[config.mk]
export PLATFORM = sky130hd
export DESIGN_NAME = pfdl_top
export DESIGN_NICKNAME = d
export VERILOG_FILES = /design/src/rtl/pfdl_pkg.sv /design/src/rtl/pfdl_core.sv /design/src/rtl/pfdl_lock.sv /design/src/rtl/pfdl_pwr.sv /design/src/rtl/pfdl_mux.sv /design/src/rtl/pfdl_top.sv
export SDC_FILE = /design/constraint.sdc
export NUM_CORES = 1
export LEC_CHECK = 0
export ABC_CLOCK_PERIOD_IN_PS = 2340
export BUFFER_PORTS_ARGS = -buffer_cell sky130_fd_sc_hd__buf_4
export CORE_MARGIN = 5
export CORE_UTILIZATION = 37
export DETAILED_ROUTE_END_ITERATION = 6
export GPL_TIMING_DRIVEN = 0
export SYNTH_ARGS = -nofsm -noshare
export SYNTH_HDL_FRONTEND = slang
export SYNTH_HIERARCHICAL = 1
export SYNTH_SLANG_ARGS = --single-unit
[constraint.sdc]
create_clock -name clk -period 2.34 [get_ports clk]
set_input_delay 0.234 -clock clk [delete_from_list [all_inputs] [get_ports clk]]
set_output_delay 0.234 -clock clk [all_outputs]
set_load 0.01 [all_outputs]
[src/rtl/pfdl_pkg.sv]
package pfdl_pkg;

  localparam int NCH = 2;

  typedef enum logic [3:0] {
    MON_OFF    = 4'd0,
    MON_LK0    = 4'd1,
    MON_LK1    = 4'd2,
    MON_LKALL  = 4'd3,
    MON_REF0   = 4'd4,
    MON_REF1   = 4'd5,
    MON_FB0    = 4'd6,
    MON_FB1    = 4'd7,
    MON_FAST   = 4'd8,
    MON_RST0   = 4'd9,
    MON_RST1   = 4'd10,
    MON_RSTALL = 4'd11
  } mon_sel_e;

endpackage

[src/rtl/pfdl_core.sv]
module pfdl_core #(
  parameter int RST_DLY = 1
) (
  input  logic clk,
  input  logic rst_n,
  input  logic ref_evt,
  input  logic fb_evt,
  input  logic hold,
  output logic up_q,
  output logic dn_q
);

  localparam int BW = $clog2(RST_DLY + 1);
  localparam logic [BW-1:0] BLAST = BW'(RST_DLY - 1);

  logic [BW-1:0] bc_q, bc_d;
  logic          up_d, dn_d, clr;

  always_comb begin
    clr = up_q & dn_q & (bc_q == BLAST);
    if (hold) begin
      up_d = 1'b0;
      dn_d = 1'b0;
      bc_d = '0;
    end else begin
      up_d = clr ? ref_evt : (up_q | ref_evt);
      dn_d = clr ? fb_evt  : (dn_q | fb_evt);
      bc_d = (up_q & dn_q & ~clr) ? bc_q + 1'b1 : '0;
    end
  end

  always_ff @(posedge clk or negedge rst_n) begin
    if (!rst_n) begin
      up_q <= 1'b0;
      dn_q <= 1'b0;
      bc_q <= '0;
    end else begin
      up_q <= up_d;
      dn_q <= dn_d;
      bc_q <= bc_d;
    end
  end

  // the overlap ends after the programmed delay
  p_clear_after_overlap_r2: assert property (@(posedge clk) disable iff (!rst_n)
    (up_q && dn_q && bc_q == BLAST && !hold && !(ref_evt && fb_evt)) |=> !(up_q && dn_q));

  // the overlap is not cut short
  p_overlap_kept_r2: assert property (@(posedge clk) disable iff (!rst_n)
    (up_q && dn_q && bc_q != BLAST && !hold) |=> (up_q && dn_q));

  // a hold clears both flags
  p_hold_clears_r9: assert property (@(posedge clk) disable iff (!rst_n)
    hold |=> (!up_q && !dn_q));

endmodule

[src/rtl/pfdl_lock.sv]
module pfdl_lock #(
  parameter int WIDTH_THR = 3,
  parameter int LOCK_CNT  = 4
) (
  input  logic clk,
  input  logic rst_n,
  input  logic active,
  input  logic hold,
  output logic lk_q,
  output logic ld
);

  localparam int WW = $clog2(WIDTH_THR + 1);
  localparam int GW = $clog2(LOCK_CNT + 1);
  localparam logic [WW-1:0] WSAT  = WW'(WIDTH_THR);
  localparam logic [WW-1:0] WLAST = WW'(WIDTH_THR - 1);
  localparam logic [GW-1:0] GSAT  = GW'(LOCK_CNT);
  localparam logic [GW-1:0] GLAST = GW'(LOCK_CNT - 1);

  logic [WW-1:0] wcnt_q, wcnt_d;
  logic [GW-1:0] gcnt_q, gcnt_d;
  logic          lk_d, wide, good;

  always_comb begin
    wide = active & (wcnt_q >= WLAST);
    good = ~active & (wcnt_q != '0) & (wcnt_q < WSAT);
    wcnt_d = '0;
    gcnt_d = gcnt_q;
    lk_d   = lk_q;
    if (hold) begin
      gcnt_d = '0;
      lk_d   = 1'b0;
    end else begin
      if (active) begin
        wcnt_d = (wcnt_q == WSAT) ? wcnt_q : wcnt_q + 1'b1;
      end
      if (wide) begin
        gcnt_d = '0;
        lk_d   = 1'b0;
      end else if (good) begin
        gcnt_d = (gcnt_q == GSAT) ? gcnt_q : gcnt_q + 1'b1;
        if (gcnt_q >= GLAST) begin
          lk_d = 1'b1;
        end
      end
    end
  end

  always_ff @(posedge clk or negedge rst_n) begin
    if (!rst_n) begin
      wcnt_q <= '0;
      gcnt_q <= '0;
      lk_q   <= 1'b0;
    end else begin
      wcnt_q <= wcnt_d;
      gcnt_q <= gcnt_d;
      lk_q   <= lk_d;
    end
  end

  assign ld = lk_q & ~active;

  // lock rises only on the final good pulse of a full run
  p_lock_rise_r10: assert property (@(posedge clk) disable iff (!rst_n)
    $rose(lk_q) |-> ($past(gcnt_q) == GLAST));

  // a wide pulse drops lock
  p_wide_drop_r10: assert property (@(posedge clk) disable iff (!rst_n)
    wide |=> !lk_q);

endmodule

[src/rtl/pfdl_pwr.sv]
module pfdl_pwr (
  input  logic clk,
  input  logic rst_n,
  input  logic pd_req,
  input  logic tri_req,
  input  logic active,
  output logic pwrdn
);

  logic pd_q;

  assign pwrdn = pd_req & (tri_req | pd_q | ~active);

  always_ff @(posedge clk or negedge rst_n) begin
    if (!rst_n) begin
      pd_q <= 1'b0;
    end else begin
      pd_q <= pwrdn;
    end
  end

  // a synchronous powerdown starts only while the pump is idle
  p_sync_idle_r6: assert property (@(posedge clk) disable iff (!rst_n)
    ($rose(pwrdn) && !tri_req) |-> !active);

  // an immediate powerdown acts in the same cycle
  p_async_now_r7: assert property (@(posedge clk) disable iff (!rst_n)
    (pd_req && tri_req) |-> pwrdn);

  // withdrawing the request releases at once
  p_release_r8: assert property (@(posedge clk) disable iff (!rst_n)
    $fell(pd_req) |-> !pwrdn);

endmodule

[src/rtl/pfdl_mux.sv]
module pfdl_mux
  import pfdl_pkg::*;
(
  input  logic           clk,
  input  logic           rst_n,
  input  logic [3:0]     sel,
  input  logic [NCH-1:0] ld,
  input  logic [NCH-1:0] ref_evt,
  input  logic [NCH-1:0] fb_evt,
  input  logic           fast_cur,
  output logic [NCH-1:0] cnt_rst,
  output logic           mon_q
);

  logic mon_d;

  always_comb begin
    cnt_rst[0] = (sel == MON_RST0) || (sel == MON_RSTALL);
    cnt_rst[1] = (sel == MON_RST1) || (sel == MON_RSTALL);
    case (sel)
      MON_LK0:   mon_d = ld[0];
      MON_LK1:   mon_d = ld[1];
      MON_LKALL: mon_d = ld[0] & ld[1];
      MON_REF0:  mon_d = ref_evt[0];
      MON_REF1:  mon_d = ref_evt[1];
      MON_FB0:   mon_d = fb_evt[0];
      MON_FB1:   mon_d = fb_evt[1];
      MON_FAST:  mon_d = fast_cur;
      default:   mon_d = 1'b0;
    endcase
  end

  always_ff @(posedge clk or negedge rst_n) begin
    if (!rst_n) begin
      mon_q <= 1'b0;
    end else begin
      mon_q <= mon_d;
    end
  end

  // disabled output is driven low
  p_off_low_r12: assert property (@(posedge clk) disable iff (!rst_n)
    ($past(sel) == MON_OFF) |-> !mon_q);

  // fast-lock code follows the high-current bit one cycle later
  p_fast_follow_r12: assert property (@(posedge clk) disable iff (!rst_n)
    ($past(sel) == MON_FAST) |-> (mon_q == $past(fast_cur)));

endmodule

[src/rtl/pfdl_top.sv]
module pfdl_top
  import pfdl_pkg::*;
#(
  parameter int RST_DLY   = 1,
  parameter int WIDTH_THR = 3,
  parameter int LOCK_CNT  = 4
) (
  input  logic           clk,
  input  logic           rst_n,
  input  logic [NCH-1:0] ref_evt,
  input  logic [NCH-1:0] fb_evt,
  input  logic [NCH-1:0] pol_pos,
  input  logic [NCH-1:0] tri_req,
  input  logic [NCH-1:0] pd_req,
  input  logic           fast_cur,
  input  logic [3:0]     mon_sel,
  output logic [NCH-1:0] pump_up,
  output logic [NCH-1:0] pump_dn,
  output logic [NCH-1:0] pump_en,
  output logic [NCH-1:0] div_hold,
  output logic [NCH-1:0] pwrdn,
  output logic [NCH-1:0] locked,
  output logic           mon_out
);

  logic [NCH-1:0] up_q, dn_q, active, hold, ld, cnt_rst;

  for (genvar c = 0; c < NCH; c++) begin : g_ch
    assign active[c] = up_q[c] | dn_q[c];
    assign hold[c]   = pwrdn[c] | cnt_rst[c];

    pfdl_core #(.RST_DLY(RST_DLY)) u_core (
      .clk     (clk),
      .rst_n   (rst_n),
      .ref_evt (ref_evt[c]),
      .fb_evt  (fb_evt[c]),
      .hold    (hold[c]),
      .up_q    (up_q[c]),
      .dn_q    (dn_q[c])
    );

    pfdl_lock #(.WIDTH_THR(WIDTH_THR), .LOCK_CNT(LOCK_CNT)) u_lock (
      .clk    (clk),
      .rst_n  (rst_n),
      .active (active[c]),
      .hold   (hold[c]),
      .lk_q   (locked[c]),
      .ld     (ld[c])
    );

    pfdl_pwr u_pwr (
      .clk     (clk),
      .rst_n   (rst_n),
      .pd_req  (pd_req[c]),
      .tri_req (tri_req[c]),
      .active  (active[c]),
      .pwrdn   (pwrdn[c])
    );

    always_comb begin
      pump_en[c]  = active[c] & ~tri_req[c] & ~hold[c];
      pump_up[c]  = pump_en[c] & (pol_pos[c] ? up_q[c] : dn_q[c]);
      pump_dn[c]  = pump_en[c] & (pol_pos[c] ? dn_q[c] : up_q[c]);
      div_hold[c] = hold[c];
    end

    // an idle channel without strobes stays disabled
    p_idle_stays_off_r4: assert property (@(posedge clk) disable iff (!rst_n)
      (!active[c] && !ref_evt[c] && !fb_evt[c]) |=> !pump_en[c]);

    // a tri-stated pump never drives
    p_tri_quiet_r5: assert property (@(posedge clk) disable iff (!rst_n)
      tri_req[c] |-> (!pump_up[c] && !pump_dn[c]));
  end

  pfdl_mux u_mux (
    .clk      (clk),
    .rst_n    (rst_n),
    .sel      (mon_sel),
    .ld       (ld),
    .ref_evt  (ref_evt),
    .fb_evt   (fb_evt),
    .fast_cur (fast_cur),
    .cnt_rst  (cnt_rst),
    .mon_q    (mon_out)
  );

endmodule

==> flow_results.xml, run 1 <==
<?xml version="1.0" encoding="UTF-8"?>
<metrics>
  <group name="floorplanning">
    <metric name="die_w" unit="um">69.4</metric>
    <metric name="floorplan.rows" unit="">21</metric>
    <metric name="design.core.area" unit="um^2">3390</metric>
    <metric name="initial_utilization" unit="%">38.5</metric>
    <metric name="dieHeight" unit="um">69.4</metric>
    <metric name="design.die.area" unit="um^2">4820</metric>
    <metric name="top_level_ports" unit="">30</metric>
  </group>
  <group name="placement">
    <metric name="port-buffer-count" unit="">29</metric>
    <metric name="routability_congestion" unit="">0.753</metric>
    <metric name="place.detailed.hpwl" unit="um">2150</metric>
    <metric name="worst_slack_after_detailed_placement" unit="ps">633</metric>
  </group>
  <group name="finish">
    <metric name="final.fill_count" unit="">329</metric>
    <metric name="layout_common_cells" unit="">29 x buf_4, 21 x dfrtp_1, 20 x nor2_1</metric>
    <metric name="final_net_count" unit="">192</metric>
    <metric name="commonest_non_fill_non_tap_cell_in_the_layout" unit="">buf_4</metric>
    <metric name="syn_to_final_growth" unit="%">23.9</metric>
    <metric name="layout-drive-gt1-share" unit="%">25.0</metric>
    <metric name="diodes" unit="">0</metric>
  </group>
  <group name="clock_tree">
    <metric name="holdBufCountCts" unit="">1</metric>
    <metric name="post_cts_resized" unit="">0</metric>
    <metric name="clkTransAtPathRegs" unit="ps">110</metric>
    <metric name="cts_tree" unit="">built</metric>
    <metric name="cts_num_sinks" unit="">21</metric>
    <metric name="number_of_buffers_added_by_the_clock_tree_synthesis_step" unit="">3</metric>
    <metric name="clk_latency" unit="ps">310</metric>
    <metric name="cts_max_level" unit="">1</metric>
    <metric name="post_cts.repair.setup_buffers" unit="">0</metric>
    <metric name="clockRootBuffer" unit="">clkbuf_4</metric>
    <metric name="clock_tree.buffer_depth" unit="">2</metric>
  </group>
  <group name="drt">
    <metric name="dr.pass1.iters" unit="">4</metric>
    <metric name="drt-vias-per-instance" unit="">4.87</metric>
    <metric name="dr.first_iter.drc_count" unit="">27</metric>
    <metric name="route.vias.total" unit="">1023</metric>
    <metric name="ant_nets" unit="">0</metric>
    <metric name="routed_wl" unit="um">2690</metric>
    <metric name="drc" unit="">0</metric>
    <metric name="post_drt_wl_per_cell" unit="um">12.8</metric>
  </group>
  <group name="synth">
    <metric name="synth.avg_cell_area" unit="um^2">10.0</metric>
    <metric name="netlist_area" unit="um^2">1310</metric>
    <metric name="synth-warning-count" unit="">6</metric>
    <metric name="yosysUniqueCellTypes" unit="">27</metric>
    <metric name="synth-seq-cells" unit="">21</metric>
    <metric name="yosys.area.top_type" unit="">dfrtp_1</metric>
    <metric name="synthDominantCellAreaShare" unit="%">40.2</metric>
    <metric name="ys_seq_area_share" unit="%">40.2</metric>
    <metric name="synth_cells" unit="">130</metric>
    <metric name="netlist_top_cells_area" unit="">dfrtp_1 40%, ha_1 9.6%, mux2i_1 6.1%, nor2_1 5.7%, a2111oi_4 4.2%</metric>
    <metric name="synthesis.nets" unit="">157</metric>
  </group>
  <group name="sta">
    <metric name="max_freq" unit="MHz">490</metric>
    <metric name="drv_slew" unit="">0</metric>
    <metric name="finalClockSkew" unit="ps">3.31</metric>
    <metric name="finalCritPeriodShare" unit="%">87.3</metric>
    <metric name="layout_min_cycle_time" unit="ps">2040</metric>
    <metric name="totalNegativeSetupSlack" unit="ps">0</metric>
    <metric name="setup_violators_final" unit="">0</metric>
    <metric name="report.final.hold_viol_count" unit="">0</metric>
    <metric name="layout_setup_ws" unit="ps">298</metric>
    <metric name="grt_setup_unrepaired" unit="">no</metric>
  </group>
  <group name="pwr">
    <metric name="p_leak" unit="nW">0.759</metric>
    <metric name="power.ir.vdd_worst" unit="V">0.000276</metric>
    <metric name="power_density" unit="nW/um^2">516</metric>
  </group>
  <group name="critical_path">
    <metric name="crit_type" unit="">reg2out</metric>
    <metric name="reg2reg_setup_slack" unit="ps">680</metric>
    <metric name="startpoint_type" unit="">flip-flop</metric>
    <metric name="worst_r2r_start" unit="">g_ch[0].u_core/dn_q</metric>
    <metric name="timing.critical_path.fanout_max" unit="">8</metric>
    <metric name="crit_path_end_kind" unit="">output port</metric>
    <metric name="crit_start" unit="">g_ch[0].u_core/dn_q</metric>
    <metric name="cp.required" unit="ps">2110</metric>
    <metric name="timing.rr.end" unit="">u_mux/mon_q</metric>
    <metric name="critPathCapture" unit="">pump_en[0]</metric>
    <metric name="critical_path_data_arrival_time" unit="ps">1810</metric>
    <metric name="worst_r2r_path_depth" unit="">5</metric>
  </group>
  <group name="global_route">
    <metric name="via_count_of_the_first_global_routing_pass" unit="">1080</metric>
    <metric name="overflow" unit="">0</metric>
    <metric name="groute.usage.overall" unit="%">11.9</metric>
    <metric name="grt_pass1_wl" unit="um">4800</metric>
    <metric name="maximum_number_of_pins_on_one_net_before_global_route_repair" unit="">22</metric>
    <metric name="antenna_violations_before_repair" unit="">0</metric>
  </group>
  <group name="worst_hold_path">
    <metric name="holdCritPathClass" unit="">in2reg</metric>
    <metric name="min-delay-start" unit="">fb_evt[0]</metric>
  </group>
  <group name="run">
    <metric name="max_cap_violations" unit="">0</metric>
  </group>
  <group name="status">
    <metric name="outcome" unit="">complete, no violations</metric>
  </group>
</metrics>
==> kinds of logic (layout without fill, tap and decap cells) <==
family | Yosys count | after routing | synth area share [%]
and+or+nand+nor | 57 | 57 | 25.1
DFF | 21 | 21 | 40.2
AOI/OAI and AO/OA | 18 | 18 | 12.8
adders and majority gates | 10 | 10 | 9.58
buffers and inverters | 10 | 44 | 2.87
muxes | 8 | 8 | 6.13
xor gates and xnor gates | 4 | 4 | 2.68
other | 2 | 2 | 0.575
==> cells in the mapped netlist (all sizes together) <==
library cell  number
a211oi             3
or2b               1
nor2b              4
a21o               2
nor3               6
nor3b              4
nor2              20
a211o              2
xnor2              2
xor2               2
nand3b             7
a21boi             2
o41ai              2
inv               10
ha                10
mux2i              8
nand2b             4
or4                1
or3                2
a21oi              5
conb               2
nand2              2
a2111oi            2
dfrtp             21
and3b              2
or2                4
==> registers in the layout, indices dropped and copies added, names as in the netlist <==
| name | count |
|---|---|
| g_ch.u_lock/gcnt_q | 6 |
| g_ch.u_lock/wcnt_q | 4 |
| g_ch.u_core/bc_q | 2 |
| g_ch.u_core/dn_q | 2 |
| g_ch.u_core/up_q | 2 |
| g_ch.u_lock/lk_q | 2 |
| g_ch.u_pwr/pd_q | 2 |
| u_mux/mon_q | 1 |
==> through the flow <==
stage	utilization, %	cells	hold slack (ps)	cell area, um^2	power, mW
floorplan	-	130	-61.6	1310	0.577
global placement	46.7	205	138	1580	0.659
detailed placement	46.7	205	141	1580	0.668
CTS	47.7	210	189	1620	0.851
global route	47.7	210	194	1620	0.892
finish	47.7	210	198	1620	0.835
==> layer usage <==
layer  vias up  global-route usage, %  wire [um]
li1        517                      -          -
met1       485                   14.9       1220
met2        16                   20.3       1350
met3         5                   2.03         74
met4         0                   4.56         44
met5         -                      0          0
==> worst min path at each step <==
stage	endpoint	slack [ps]	cells after the start
finish	g_ch[0].u_core/dn_q	200	3
global route	g_ch[0].u_core/dn_q	190	3
CTS	g_ch[1].u_core/dn_q	190	3
detailed placement	g_ch[1].u_lock/wcnt_q[0]	140	1
global placement	g_ch[1].u_lock/wcnt_q[0]	140	1
floorplan	g_ch[0].u_core/bc_q	-60	0
==> layout make-up <==
cell class | count | area (um^2) | share of cell area [%]
clock buffer | 4 | 26.3 | 1.62
inverter | 10 | 37.5 | 2.32
multi-input combinational | 99 | 743 | 45.9
sequential | 21 | 526 | 32.5
tap | 46 | 57.6 | 3.56
timing repair buffer | 30 | 228 | 14.1
==> where the power goes <==
group | switching, mW | internal [mW] | total, mW | leakage (nW)
registers | 0.0293 | 0.392 | 0.421 | 0.276
clock network | 0.110 | 0.0666 | 0.176 | 0.0150
logic | 0.121 | 0.115 | 0.237 | 0.468
total | 0.261 | 0.574 | 0.835 | 0.759
==> worst max-delay path: stages, from the launching register on <==
cell	delay, ps
dfrtp_1	410
or2_1	300
a21boi_1	170
or3_4	370
nor2b_1	120
buf_4	130
Note: power is estimated with default switching activity, not from simulation.
==> inputs of run 2 (changes only) <==
Settings changed: REMOVE_ABC_BUFFERS set to 1, SYNTH_HIERARCHICAL 1 to not set.
==> flow_results.xml, run 2 <==
<?xml version="1.0" encoding="UTF-8"?>
<metrics>
  <group name="drt">
    <metric name="drc" unit="">0</metric>
    <metric name="post_drt_wl_per_cell" unit="um">12.7</metric>
    <metric name="routed_wl" unit="um">2740</metric>
    <metric name="dr.pass1.iters" unit="">4</metric>
    <metric name="dr.first_iter.drc_count" unit="">61</metric>
    <metric name="ant_nets" unit="">0</metric>
    <metric name="met3_wirelength" unit="um">190</metric>
    <metric name="met1_length" unit="um">1280</metric>
    <metric name="route.vias.total" unit="">1049</metric>
    <metric name="routed-wl-met2" unit="um">1250</metric>
    <metric name="drt-vias-per-instance" unit="">4.86</metric>
    <metric name="top_routing_layer_used" unit="">met4</metric>
  </group>
  <group name="floorplanning">
    <metric name="design.core.area" unit="um^2">3610</metric>
    <metric name="top_level_ports" unit="">30</metric>
    <metric name="dieHeight" unit="um">70.5</metric>
    <metric name="initial_utilization" unit="%">37.6</metric>
    <metric name="die_w" unit="um">70.5</metric>
    <metric name="design.die.area" unit="um^2">4970</metric>
    <metric name="floorplan.rows" unit="">22</metric>
  </group>
  <group name="placement">
    <metric name="placed_instances" unit="">211</metric>
    <metric name="routability_congestion" unit="">0.797</metric>
    <metric name="place.detailed.hpwl" unit="um">2160</metric>
    <metric name="port-buffer-count" unit="">29</metric>
    <metric name="placed_area" unit="um^2">1570</metric>
  </group>
  <group name="critical_path">
    <metric name="delay_contributed_by_the_slowest_stage_of_the_critical_path" unit="ps">470</metric>
    <metric name="timing.critical_path.fanout_max" unit="">8</metric>
    <metric name="timing.critical_path.cells" unit="">nor2_2 &gt; o31a_1 &gt; a21o_1 &gt; nor3_2 &gt; buf_4</metric>
    <metric name="worst_r2r_path_depth" unit="">6</metric>
    <metric name="worst_r2r_start" unit="">g_ch[1].u_lock.wcnt_q[0]</metric>
    <metric name="slowest_stage_cell_on_the_critical_path" unit="">dfrtp_1</metric>
    <metric name="critPathCapture" unit="">pump_dn[1]</metric>
    <metric name="cp.required" unit="ps">2110</metric>
    <metric name="crit_path_end_kind" unit="">output port</metric>
    <metric name="crit_type" unit="">reg2out</metric>
    <metric name="critical_path_data_arrival_time" unit="ps">1850</metric>
    <metric name="timing.rr.end" unit="">g_ch[1].u_lock.gcnt_q[0]</metric>
    <metric name="crit_start" unit="">g_ch[1].u_core.dn_q</metric>
    <metric name="startpoint_type" unit="">flip-flop</metric>
    <metric name="reg2reg_setup_slack" unit="ps">720</metric>
  </group>
  <group name="finish">
    <metric name="fin_cells" unit="">216</metric>
    <metric name="flip_flop_count_of_the_largest_register_all_copies_and_words_added" unit="">6</metric>
    <metric name="final_net_count" unit="">198</metric>
    <metric name="diodes" unit="">0</metric>
    <metric name="layout_common_cells" unit="">29 x buf_4, 21 x dfrtp_1, 14 x inv_1, 14 x nor2_1, 12 x ha_1</metric>
    <metric name="largest_register" unit="">g_ch.u_lock.gcnt_q</metric>
    <metric name="layout-drive-gt1-share" unit="%">27.4</metric>
    <metric name="postLayoutCoreUtil" unit="%">45.2</metric>
    <metric name="post-route-cell-area" unit="um^2">1630</metric>
    <metric name="largestRegisters" unit="">g_ch.u_lock.gcnt_q: 6 flops, g_ch.u_lock.wcnt_q: 4 flops</metric>
    <metric name="syn_to_final_growth" unit="%">20.2</metric>
    <metric name="commonest_non_fill_non_tap_cell_in_the_layout" unit="">buf_4</metric>
  </group>
  <group name="sta">
    <metric name="tightestPinTransition" unit="ps">494</metric>
    <metric name="hold_ws" unit="ps">186</metric>
    <metric name="report.final.hold_viol_count" unit="">0</metric>
    <metric name="finalClockSkew" unit="ps">2.69</metric>
    <metric name="totalNegativeSetupSlack" unit="ps">0</metric>
    <metric name="grt_setup_unrepaired" unit="">no</metric>
    <metric name="max_freq" unit="MHz">480</metric>
    <metric name="maxSlewHeadroom" unit="%">66.8</metric>
    <metric name="setup_violators_final" unit="">0</metric>
    <metric name="layout_min_cycle_time" unit="ps">2080</metric>
    <metric name="drv_slew" unit="">0</metric>
    <metric name="finalCritPeriodShare" unit="%">89.0</metric>
  </group>
  <group name="synth">
    <metric name="synth.avg_cell_area" unit="um^2">9.61</metric>
    <metric name="yosysUniqueCellTypes" unit="">29</metric>
    <metric name="synth_edf_count" unit="">0</metric>
    <metric name="synth-seq-cells" unit="">21</metric>
    <metric name="netlist_area" unit="um^2">1360</metric>
    <metric name="synth-warning-count" unit="">0</metric>
    <metric name="synth_cells" unit="">141</metric>
    <metric name="yosys.area.top_type" unit="">dfrtp_1</metric>
    <metric name="synth-main-ff-cell" unit="">dfrtp_1</metric>
    <metric name="synth.top_cells.by_count" unit="">21 x dfrtp_1, 14 x inv_1, 14 x nor2_1</metric>
    <metric name="synth_async_sr_flop_share" unit="%">100</metric>
    <metric name="netlist_top_cells_area" unit="">dfrtp_1 39%, ha_1 11%, nor3_2 6.6%, mux2i_1 4.4%, a21oi_1 4.1%</metric>
    <metric name="post-synth-top-count-cell" unit="">dfrtp_1</metric>
    <metric name="synthDominantCellAreaShare" unit="%">38.8</metric>
    <metric name="ys_seq_area_share" unit="%">38.8</metric>
  </group>
  <group name="global_route">
    <metric name="antenna_violations_before_repair" unit="">0</metric>
    <metric name="grt_pass1_wl" unit="um">5000</metric>
    <metric name="groute.usage.overall" unit="%">12.1</metric>
    <metric name="maximum_number_of_pins_on_one_net_before_global_route_repair" unit="">22</metric>
    <metric name="overflow" unit="">0</metric>
    <metric name="via_count_of_the_first_global_routing_pass" unit="">1119</metric>
  </group>
  <group name="clock_tree">
    <metric name="number_of_buffers_added_by_the_clock_tree_synthesis_step" unit="">3</metric>
    <metric name="cts_num_sinks" unit="">21</metric>
    <metric name="clockRootBuffer" unit="">clkbuf_8</metric>
    <metric name="cts_max_level" unit="">1</metric>
    <metric name="clock_tree.buffer_depth" unit="">2</metric>
    <metric name="clkTransAtPathRegs" unit="ps">80</metric>
    <metric name="clk_latency" unit="ps">260</metric>
    <metric name="cts_tree" unit="">built</metric>
  </group>
  <group name="worst_hold_path">
    <metric name="holdCritPathClass" unit="">in2reg</metric>
  </group>
  <group name="run">
    <metric name="max_cap_violations" unit="">0</metric>
  </group>
  <group name="pwr">
    <metric name="p_leak" unit="nW">0.752</metric>
    <metric name="power.ir.vdd_worst" unit="V">0.000288</metric>
    <metric name="power_density" unit="nW/um^2">552</metric>
  </group>
  <group name="status">
    <metric name="outcome" unit="">complete, no violations</metric>
  </group>
</metrics>
==> run 2: cell types whose count changed after synthesis, moves of 6 or more <==
cell and delta:
nor2_1 -6, buf_4 +7, a21oi_1 +6, nor3_2 +9
nand3b_1 -7
==> run 2: worst min path at each step <==
stage | startpoint | to | depth (start not counted)
floorplan | rst_n | g_ch[0].u_core.bc_q | 0
global placement | rst_n | g_ch[0].u_lock.gcnt_q[2] | 1
detailed placement | rst_n | g_ch[0].u_lock.gcnt_q[0] | 1
CTS | mon_sel[3] | u_mux.mon_q | 2
global route | mon_sel[3] | u_mux.mon_q | 2
finish | mon_sel[3] | u_mux.mon_q | 2
==> run 2: power by group <==
group	switching (mW)	internal [mW]
logic	0.129	0.105
registers	0.0311	0.392
clock network	0.125	0.119
total	0.284	0.615
==> run 2: kinds of logic after synthesis <==
kind of cell,after synthesis,share of synthesized area [%]
AO/OA/AOI/OAI,27,12.3
XOR/XNOR,4,2.59
adder cells (fa/ha/maj),12,11.1
buffers and inverters,22,8.59
flip-flops,21,38.8
multiplexers,6,4.43
other,1,0.277
AND/OR/NAND/NOR,48,22.0
==> run 2: metal layers <==
| layer | up-vias | GRT usage, % |
|---|---|---|
| li1 | 526 | - |
| met1 | 490 | 15.7 |
| met2 | 29 | 20.0 |
| met3 | 4 | 3.60 |
| met4 | 0 | 2.55 |
| met5 | - | 0 |
==> run 2: what timing repair did <==
action,4_1_cts,5_1_grt
gates resized for setup,0,0
hold buffers,1,0
endpoints found under the hold margin,21,0
setup buffers,0,0
==> run 2: critical path, delay by kind of cell (launching register included) <==
kind	cells	cell delay, ps
compound gates	2	560
simple gates	2	400
buf+inv	1	150
flops	1	470
==> run 2: layout make-up <==
type | count | area [um^2]
multi-input cells | 99 | 717
flip-flops and latches | 21 | 526
clock buffers | 3 | 41.3
well taps | 48 | 60.1
clock inverters | 1 | 5.00
repair buffers | 30 | 228
fillers | 361 | 1980
inverters | 14 | 52.6
==> run 2: per-stage QoR <==
stage                     worst slack, ps  power [mW]
after floorplan                       707       0.571
after global placement                552       0.653
after detailed placement              532       0.666
after CTS                             231       0.915
after global routing                 93.7       0.965
final                                 258       0.899
